### config.mk
export PLATFORM = sky130hd
export DESIGN_NAME = sys_ctrl_ports
export DESIGN_NICKNAME = d
export VERILOG_FILES = /design/src/rtl/sysctl_pkg.sv /design/src/rtl/sysctl_decode.sv /design/src/rtl/sysctl_regs.sv /design/src/rtl/sysctl_rdmux.sv /design/src/rtl/sys_ctrl_ports.sv
export SDC_FILE = /design/constraint.sdc
export NUM_CORES = 1
export LEC_CHECK = 0
export ABC_AREA = 1
export BUFFER_PORTS_ARGS = -buffer_cell sky130_fd_sc_hd__buf_2
export CORE_AREA = 2 2 61 63
export CTS_CLUSTER_DIAMETER = 150
export DETAILED_ROUTE_END_ITERATION = 8
export DIE_AREA = 0 0 63 65
export PLACE_DENSITY = 0.61
export SLEW_MARGIN = 20
export SYNTH_ARGS = -nofsm -noshare
export SYNTH_HDL_FRONTEND = slang
export SYNTH_SLANG_ARGS = --single-unit
### constraint.sdc
create_clock -name clk_i -period 2.7 [get_ports clk_i]
set_clock_uncertainty 0.1 [all_clocks]
set_input_delay 0.405 -clock clk_i [delete_from_list [all_inputs] [get_ports clk_i]]
set_output_delay 0.405 -clock clk_i [all_outputs]
set_load 0.005 [all_outputs]
### src/rtl/sysctl_pkg.sv
package sysctl_pkg;
  localparam int DATA_W = 8;
  localparam int NUM_LOCKS = 2;

  localparam logic [15:0] A_SPECIAL   = 16'h0092;
  localparam logic [15:0] A_CPU_CFG   = 16'h0800;
  localparam logic [15:0] A_BASE_FEAT = 16'h0802;
  localparam logic [15:0] A_BASE_STAT = 16'h0803;
  localparam logic [15:0] A_LED       = 16'h0808;
  localparam logic [15:0] A_EQUIP     = 16'h080C;
  localparam logic [15:0] A_LOCK1     = 16'h0810;
  localparam logic [15:0] A_LOCK2     = 16'h0812;
  localparam logic [15:0] A_L2INV     = 16'h0814;
  localparam logic [15:0] A_KEYLOCK   = 16'h0818;
  localparam logic [15:0] A_CTL       = 16'h081C;
  localparam logic [15:0] A_CACHE     = 16'h0823;
  localparam logic [15:0] A_MAP       = 16'h0850;

  localparam logic [7:0] K_CPU_CFG   = 8'hEF;
  localparam logic [7:0] K_BASE_FEAT = 8'hAD;
  localparam logic [7:0] K_BASE_STAT = 8'hE0;
  localparam logic [7:0] K_EQUIP     = 8'h3C;
  localparam logic [7:0] K_EXT_FEAT  = 8'h39;
  localparam logic [7:0] K_KEYLOCK   = 8'h00;
  localparam logic [7:0] K_CACHE     = 8'h03;
  localparam logic [7:0] K_UNMAPPED  = 8'hFF;

  typedef enum logic [3:0] {
    SEL_NONE, SEL_SPECIAL, SEL_CPU_CFG, SEL_BASE_FEAT, SEL_BASE_STAT,
    SEL_LED, SEL_EQUIP, SEL_LOCK1, SEL_LOCK2, SEL_L2INV, SEL_KEYLOCK,
    SEL_CTL, SEL_CACHE, SEL_MAP
  } port_sel_e;

  typedef struct packed {
    logic       soft_rst;
    logic       endian;
    logic       led;
    logic [3:0] ctl;
    logic       map;
  } ctl_state_t;

  function automatic port_sel_e lock_sel(int idx);
    return (idx == 0) ? SEL_LOCK1 : SEL_LOCK2;
  endfunction
endpackage

### src/rtl/sysctl_decode.sv
module sysctl_decode
  import sysctl_pkg::*;
#(
  parameter int ADDR_W = 16
) (
  input  logic [ADDR_W-1:0] addr_i,
  output port_sel_e         sel_o
);
  always_comb begin
    sel_o = SEL_NONE;
    if      (addr_i == ADDR_W'(A_SPECIAL))   sel_o = SEL_SPECIAL;
    else if (addr_i == ADDR_W'(A_CPU_CFG))   sel_o = SEL_CPU_CFG;
    else if (addr_i == ADDR_W'(A_BASE_FEAT)) sel_o = SEL_BASE_FEAT;
    else if (addr_i == ADDR_W'(A_BASE_STAT)) sel_o = SEL_BASE_STAT;
    else if (addr_i == ADDR_W'(A_LED))       sel_o = SEL_LED;
    else if (addr_i == ADDR_W'(A_EQUIP))     sel_o = SEL_EQUIP;
    else if (addr_i == ADDR_W'(A_LOCK1))     sel_o = SEL_LOCK1;
    else if (addr_i == ADDR_W'(A_LOCK2))     sel_o = SEL_LOCK2;
    else if (addr_i == ADDR_W'(A_L2INV))     sel_o = SEL_L2INV;
    else if (addr_i == ADDR_W'(A_KEYLOCK))   sel_o = SEL_KEYLOCK;
    else if (addr_i == ADDR_W'(A_CTL))       sel_o = SEL_CTL;
    else if (addr_i == ADDR_W'(A_CACHE))     sel_o = SEL_CACHE;
    else if (addr_i == ADDR_W'(A_MAP))       sel_o = SEL_MAP;
  end
endmodule

### src/rtl/sysctl_regs.sv
module sysctl_regs
  import sysctl_pkg::*;
(
  input  logic                 clk_i,
  input  logic                 rst_ni,
  input  logic                 wr_i,
  input  port_sel_e            sel_i,
  input  logic [3:0]           wdata_lo_i,
  output ctl_state_t           state_o,
  output logic [NUM_LOCKS-1:0] lock_pulse_o
);
  ctl_state_t state_q;

  always_ff @(posedge clk_i or negedge rst_ni) begin
    if (!rst_ni) begin
      state_q <= '0;
    end else if (wr_i) begin
      unique case (sel_i)
        SEL_SPECIAL: begin
          state_q.soft_rst <= wdata_lo_i[0];
          state_q.endian   <= wdata_lo_i[1];
        end
        SEL_LED: state_q.led <= wdata_lo_i[0];
        SEL_CTL: state_q.ctl <= wdata_lo_i;
        SEL_MAP: state_q.map <= wdata_lo_i[0];
        default: ;
      endcase
    end
  end

  // one register per lock region; high for the cycle after the accepting edge
  for (genvar g = 0; g < NUM_LOCKS; g++) begin : g_lock
    logic pulse_q;
    always_ff @(posedge clk_i or negedge rst_ni) begin
      if (!rst_ni) pulse_q <= 1'b0;
      else         pulse_q <= wr_i && (sel_i == lock_sel(g));
    end
    assign lock_pulse_o[g] = pulse_q;
  end

  assign state_o = state_q;
endmodule

### src/rtl/sysctl_rdmux.sv
module sysctl_rdmux
  import sysctl_pkg::*;
(
  input  logic              clk_i,
  input  logic              rst_ni,
  input  logic              rd_i,
  input  port_sel_e         sel_i,
  input  ctl_state_t        state_i,
  output logic [DATA_W-1:0] rdata_o
);
  logic [DATA_W-1:0] rd_val;
  logic [DATA_W-1:0] rdata_q;

  always_comb begin
    unique case (sel_i)
      SEL_SPECIAL:   rd_val = {6'b0, state_i.endian, 1'b0};
      SEL_CPU_CFG:   rd_val = K_CPU_CFG;
      SEL_BASE_FEAT: rd_val = K_BASE_FEAT;
      SEL_BASE_STAT: rd_val = K_BASE_STAT;
      SEL_EQUIP:     rd_val = K_EQUIP;
      SEL_LOCK1:     rd_val = K_EXT_FEAT;
      SEL_KEYLOCK:   rd_val = K_KEYLOCK;
      SEL_CTL:       rd_val = {4'b0, state_i.ctl};
      SEL_CACHE:     rd_val = K_CACHE;
      SEL_MAP:       rd_val = {7'b0, state_i.map};
      default:       rd_val = K_UNMAPPED;
    endcase
  end

  always_ff @(posedge clk_i or negedge rst_ni) begin
    if (!rst_ni)   rdata_q <= '0;
    else if (rd_i) rdata_q <= rd_val;
  end

  assign rdata_o = rdata_q;
endmodule

### src/rtl/sys_ctrl_ports.sv
module sys_ctrl_ports
  import sysctl_pkg::*;
#(
  parameter int ADDR_W = 16
) (
  input  logic              clk_i,
  input  logic              rst_ni,
  input  logic [ADDR_W-1:0] addr_i,
  input  logic              wr_i,
  input  logic              rd_i,
  input  logic [7:0]        wdata_i,
  output logic [7:0]        rdata_o,
  output logic              soft_rst_o,
  output logic              endian_o,
  output logic              drive_led_o,
  output logic [3:0]        sys_ctl_o,
  output logic              map_type_o,
  output logic              lock1_pulse_o,
  output logic              lock2_pulse_o
);
  port_sel_e            sel;
  ctl_state_t           state;
  logic [NUM_LOCKS-1:0] lock_pulse;
  logic                 unused_wdata_hi;

  assign unused_wdata_hi = ^wdata_i[7:4];

  sysctl_decode #(.ADDR_W(ADDR_W)) u_decode (
    .addr_i (addr_i),
    .sel_o  (sel)
  );

  sysctl_regs u_regs (
    .clk_i        (clk_i),
    .rst_ni       (rst_ni),
    .wr_i         (wr_i),
    .sel_i        (sel),
    .wdata_lo_i   (wdata_i[3:0]),
    .state_o      (state),
    .lock_pulse_o (lock_pulse)
  );

  sysctl_rdmux u_rdmux (
    .clk_i   (clk_i),
    .rst_ni  (rst_ni),
    .rd_i    (rd_i),
    .sel_i   (sel),
    .state_i (state),
    .rdata_o (rdata_o)
  );

  assign soft_rst_o    = state.soft_rst;
  assign endian_o      = state.endian;
  assign drive_led_o   = state.led;
  assign sys_ctl_o     = state.ctl;
  assign map_type_o    = state.map;
  assign lock1_pulse_o = lock_pulse[0];
  assign lock2_pulse_o = lock_pulse[1];
endmodule

Yosys cells after proc, flatten, opt, wreduce, memory -nomap -nowiden
Cells that the tools add are included.

cells by class
  equality and inequality tests = 25
  muxes and demuxes = 14
  reduce and logical (&&, ||, !) cells = 6

operators with widths
  operator                                                                 count
  16-bit by 12-bit equality test with 1-bit output, second input constant  12
  8-bit one-hot mux with 10 select lines                                   1
  4-bit 2-to-1 mux                                                         13
  4-bit equality test, second input constant                               5
  16-bit by 8-bit equality test with 1-bit output, second input constant   1
  4-bit by 3-bit equality test with 1-bit output, second input constant    4
  4-bit by 2-bit equality test with 1-bit output, second input constant    2
  2-bit AND reduction                                                      4
  4-bit by 1-bit equality test with 1-bit output, second input constant    1
  1-bit logical AND                                                        2

word-level totals
  word-level logic and storage cells = 53
  register bits = 18
  output and inout bits = 18

Depth between registers and ports, before layout
  depth in word-level cells = 16
  gate-level depth with buffers = 12
  gate-level depth less buffers = 11

Cells and area by module
From an unflattened synthesis, not the netlist that was laid out.

unflattened totals
  cells, all modules = 199
  area, all modules = 1308.8 um^2

by module, submodules not included
  module         area each (um^2)  cells an instance  times used
  sysctl_rdmux   538.0             83                 1
  sysctl_regs    471.7             56                 1
  sysctl_decode  299.0             60                 1

Least setup slack after synthesis
Ideal clock, no wire load.

  path kind = input to register
  start = input addr_i[15]
  end = register u_rdmux.rdata_q[0] (netlist: u_rdmux.rdata_o[0])
  data arrival time = 1356 ps
  data required time = 2484 ps
  setup slack = 1128 ps
  path buffers = 1
  stages = 11
  cells stage by stage = nor2_1 -> nand2_2 -> nor2_8 -> buf_8 -> nand2_2 -> nand2_1 -> nor2_2 -> nand3_4 -> nand3_1 -> nand2_1 -> nand2_1

on the way
  cells in the longest elaborated chain, start to end = 16
  elaborated cells between the ends (all ways) = 37
  those cells by class = eq/ne (23); mux (14)

ends and longest elaborated chain
  what                                               line                 source
  start, declared                                    sys_ctrl_ports.sv:8  input logic [ADDR_W-1:0] addr_i,
  16-bit by 12-bit equality test with 1-bit output   sysctl_decode.sv:23  else if (addr_i == ADDR_W'(A_MAP)) sel_o = SEL_MAP;
  4-bit 2-to-1 mux                                   sysctl_decode.sv:23
  4-bit 2-to-1 mux                                   sysctl_decode.sv:22  else if (addr_i == ADDR_W'(A_CACHE)) sel_o = SEL_CACHE;
  4-bit 2-to-1 mux                                   sysctl_decode.sv:21  else if (addr_i == ADDR_W'(A_CTL)) sel_o = SEL_CTL;
  4-bit 2-to-1 mux                                   sysctl_decode.sv:20  else if (addr_i == ADDR_W'(A_KEYLOCK)) sel_o = SEL_KEYLOCK;
  4-bit 2-to-1 mux                                   sysctl_decode.sv:19  else if (addr_i == ADDR_W'(A_L2INV)) sel_o = SEL_L2INV;
  4-bit 2-to-1 mux                                   sysctl_decode.sv:18  else if (addr_i == ADDR_W'(A_LOCK2)) sel_o = SEL_LOCK2;
  4-bit 2-to-1 mux                                   sysctl_decode.sv:17  else if (addr_i == ADDR_W'(A_LOCK1)) sel_o = SEL_LOCK1;
  4-bit 2-to-1 mux                                   sysctl_decode.sv:16  else if (addr_i == ADDR_W'(A_EQUIP)) sel_o = SEL_EQUIP;
  4-bit 2-to-1 mux                                   sysctl_decode.sv:15  else if (addr_i == ADDR_W'(A_LED)) sel_o = SEL_LED;
  4-bit 2-to-1 mux                                   sysctl_decode.sv:14  else if (addr_i == ADDR_W'(A_BASE_STAT)) sel_o = SEL_BASE_STAT;
  4-bit 2-to-1 mux                                   sysctl_decode.sv:13  else if (addr_i == ADDR_W'(A_BASE_FEAT)) sel_o = SEL_BASE_FEAT;
  4-bit 2-to-1 mux                                   sysctl_decode.sv:12  else if (addr_i == ADDR_W'(A_CPU_CFG)) sel_o = SEL_CPU_CFG;
  4-bit 2-to-1 mux *                                 sysctl_decode.sv:11  if (addr_i == ADDR_W'(A_SPECIAL)) sel_o = SEL_SPECIAL;
  4-bit equality test, or another cell as far along  sysctl_rdmux.sv:15   unique case (sel_i)
  8-bit one-hot mux with 10 select lines *           sysctl_rdmux.sv:15
  end signal, assigned                               sysctl_rdmux.sv:32   else if (rd_i) rdata_q <= rd_val;
  end, declared                                      sysctl_rdmux.sv:12   logic [DATA_W-1:0] rdata_q;

Every way passes the cells marked *; elsewhere a longest branch is shown, timed or not.
A chain may end at the register's enable or synchronous reset.

Final worst setup path
Same ends and word-level chain as after synthesis.

==> run summary <==
STATUS
-----------------------------------------------------------------------------------
Status                                                                 complete, no violations

CLOCK NETWORK
-----------------------------------------------------------------------------------
Clock Latency Late Sink                                                     0.29 ns
Number of buffers created by CTS                                                  3
H-tree level count                                                                1
Total number of clock tree sinks                                                 18
CTS tree                                                                       done
Cell at the root of the clock tree                                         clkbuf_4
CTS clk-pin slew, worst paths                                               0.10 ns
Count of instances resized after the clock tree is built                          0
Buffer depth of the longest clock path                                            2

DETAILED ROUTING
-----------------------------------------------------------------------------------
Total via count after detailed routing                                         1276
Post-detailed-routing wire length                                          2.835 mm
First-iteration detailed-routing DRC count                                       23
Residual DRC count                                                                0
Routed Antenna Nets                                                               0
Via density per instance                                                      4.431
First drt pass iteration count                                                    4
DR WL/cell                                                                 9.844 um

STA
-----------------------------------------------------------------------------------
Setup slack of the critical path after layout                              1.028 ns
Setup repair after global routing missed its margin                           false
Tightest Pin Transition                                                   0.4181 ns
Highest clock frequency the design can meet                               598.1 MHz
Hold Fails Final Rpt                                                              0
Slew Limit Headroom                                                          0.7213
Final worst-path cycle share                                                 0.6192
Final setup violating endpoints                                                   0
Number of max-slew violations in the final report                                 0
Total Neg Setup Slack                                                          0 ns
Final period demand of the worst path                                      1.672 ns

LAYOUT
-----------------------------------------------------------------------------------
Number of nets in the finished design                                           270
Share of post-route cells with drive strength above 1                        0.2917
Count of placed standard cells in the final layout, fillers left out            288
Growth of design area from synthesis to finish                               20.94%
Ant diodes                                                                        0
Post-route cell area                                                     1604 sq um

SYNTHESIS
-----------------------------------------------------------------------------------
Seq/Total Area, Yosys                                                        0.3396
Count of yosys warnings during synthesis                                          0
Synthesized flop and latch total                                                 18
Post-synthesis instance area                                             1326 sq um
Fraction of post-synthesis cell area in the top cell type by area            0.3396
Main area contributors after synthesis                                 dfrtp_1, nand2_1, nor2_1
Number of library cell types mapped by synthesis                                 22
Count of mapped cells out of synthesis                                          197
Syn_area_per_cell                                                       6.732 sq um
Cell type with the largest total area after synthesis                       dfrtp_1
Synthesized Nets                                                                225

WORST SETUP PATH
-----------------------------------------------------------------------------------
Startpoint Class                                                       primary input
Arrival time of the worst setup path                                        1.76 ns
Cell count of the worst reg-to-reg path                                           6
Largest fanout of any net on the critical path                                   19
Worst Path Required                                                         2.79 ns
Type of destination of the critical path                                  flip-flop
Type of the worst setup path                                           primary input to flip-flop
Reg-to-reg setup timing slack                                               1.63 ns

PLACED DESIGN
-----------------------------------------------------------------------------------
Pre-CTS WS                                                                0.7287 ns
I/O Buffers                                                                      41
Final Wtd Congestion                                                         0.8882
Sum of net half-perimeters after detailed placement                        2.348 mm
Number of instances in the placed design                                        284
Cell area reported after detailed placement                              1572 sq um

HOLD PATH
-----------------------------------------------------------------------------------
Path category of the worst min-delay check                             primary input to flip-flop
Hold Path Depth                                                                   2

FLOORPLAN
-----------------------------------------------------------------------------------
X dimension of the die                                                        63 um
Die outline height                                                            65 um
Number of placement rows                                                         22
Num ports                                                                        46
Full die area                                                            4095 sq um
Core Area                                                                3496 sq um
Initial Utilization                                                          0.3794

GLOBAL ROUTING
-----------------------------------------------------------------------------------
Maximum number of pins on one net before global-route repair                     20
Antenna violations before repair                                                  0
Vias in the first global route                                                 1222
Wire length of the first global-routing pass                               5.188 mm
Global route total overflow                                                       0
GRT Util Overall                                                             0.1571

PWR
-----------------------------------------------------------------------------------
Leak pwr                                                                  0.9523 nW
Power density relative to cell area                                    306.1 nW/um^2
Worst VDD drop                                                            0.2501 mV

JOB
-----------------------------------------------------------------------------------
Number of max-cap violations                                                      0

-- where the power goes --
part           internal (mW)  total [mW]  leakage, nW  switching (mW)
Clock                 0.0519       0.130       0.0138          0.0786
Sequential             0.277       0.281        0.226         0.00379
Combinational         0.0309      0.0792        0.713          0.0483
-- registers in the layout, indices dropped and copies added (netlist names) --
| register | flops |
|---|---|
| u_rdmux.rdata_o | 8 |
| u_regs.g_lock.pulse_q | 2 |
| u_regs.state_o | 8 |
-- per-stage QoR --
step	hold slack [ns]	utilization	power, mW
3_3_place_gp	0.2513	0.4495	0.3646
4_1_cts	0.2300	0.4588	0.5000
6_report	0.2371	0.4588	0.4909
5_1_grt	0.2270	0.4588	0.5228
2_1_floorplan	0.009409	-	0.3247
3_5_place_dp	0.2580	0.4495	0.3661
-- per-layer routing --
layer  share of wire  vias up  track usage
met4          0.0067        0      0.03333
met5               0        -            0
met1            0.48      546       0.1967
met2            0.46       25       0.2766
met3           0.049        2      0.03472
li1                -      703            -
-- final cells by class --
type	instances	area, sq um
timing repair buffer	42	215.2
tap	48	60.06
inverter	24	90.09
sequential	18	450.4
multi-input combinational	153	765.7
clock buffer	3	22.52
fill	394	1892
-- path summary, 6_finish.rpt --
path                                            end          startpoint
hold reg to reg                  u_rdmux.rdata_o[4]  u_rdmux.rdata_o[4]
setup / recovery                 u_rdmux.rdata_o[0]          addr_i[15]
max in group asynchronous  u_regs.g_lock[1].pulse_q              rst_ni
min in group asynchronous         u_regs.state_o[3]              rst_ni
hold / removal                    u_regs.state_o[3]          wdata_i[2]
setup reg to reg                 u_rdmux.rdata_o[0]   u_regs.state_o[0]
-- synthesized netlist by cell type --
cell     number
a21oi_2       1
nor2_1       28
buf_8         1
o21ai_1       2
buf_2         1
nor2_2        7
inv_2         3
inv_1        21
nand3_1      19
mux2_4        2
o21ai_0       7
nor2_4        2
a21oi_1       1
nand2_2       5
nand4_1       4
nand2_1      65
nand2_4       3
nand3_4       2
nor2b_1       1
nor3_1        3
nor2_8        1
dfrtp_1      18
-- cell families after synthesis --
logic type / Yosys count / synth area share
flops: 18 / 0.3396
compound gates: 11 / 0.04433
buf+inv: 26 / 0.08301
simple gates: 140 / 0.5104
mux: 2 / 0.02264
-- layout by cell type, fill, tap and decap left out --
cell type      Yosys  final
nand2_4            3      3
buf_2              1     41
o21ai_1            2      2
nand4_1            4      4
nand2_1           65     65
nor2b_1            1      1
inv_1             21     21
nand3_1           19     19
dfrtp_1           18     18
nor2_2             7      7
inv_2              3      3
nor2_4             2      2
clkbuf_4           0      3
dlygate4sd3_1      0      1
nor3_1             3      3
nand3_4            2      2
nor2_1            28     28
o21ai_0            7      7
a21oi_1            1      1
mux2_4             2      2
nand2_2            5      5
nor2_8             1      1
a21oi_2            1      1
-- critical path: stages --
cell and delay [ns]:
buf_2 0.10, nor2_1 0.12, nand2_2 0.12, nor2_8 0.29, nand2_1 0.23, nand2_1 0.13
inv_2 0.05, nand3_4 0.11, nand3_1 0.08, nand2_1 0.08, nand2_1 0.05
-- timing repair --
action                    CTS  global route
hold buffers                1             0
hold endpoints to repair   18             0
buffers inserted            0             0
No activity file was read; power rests on OpenSTA's default activity.
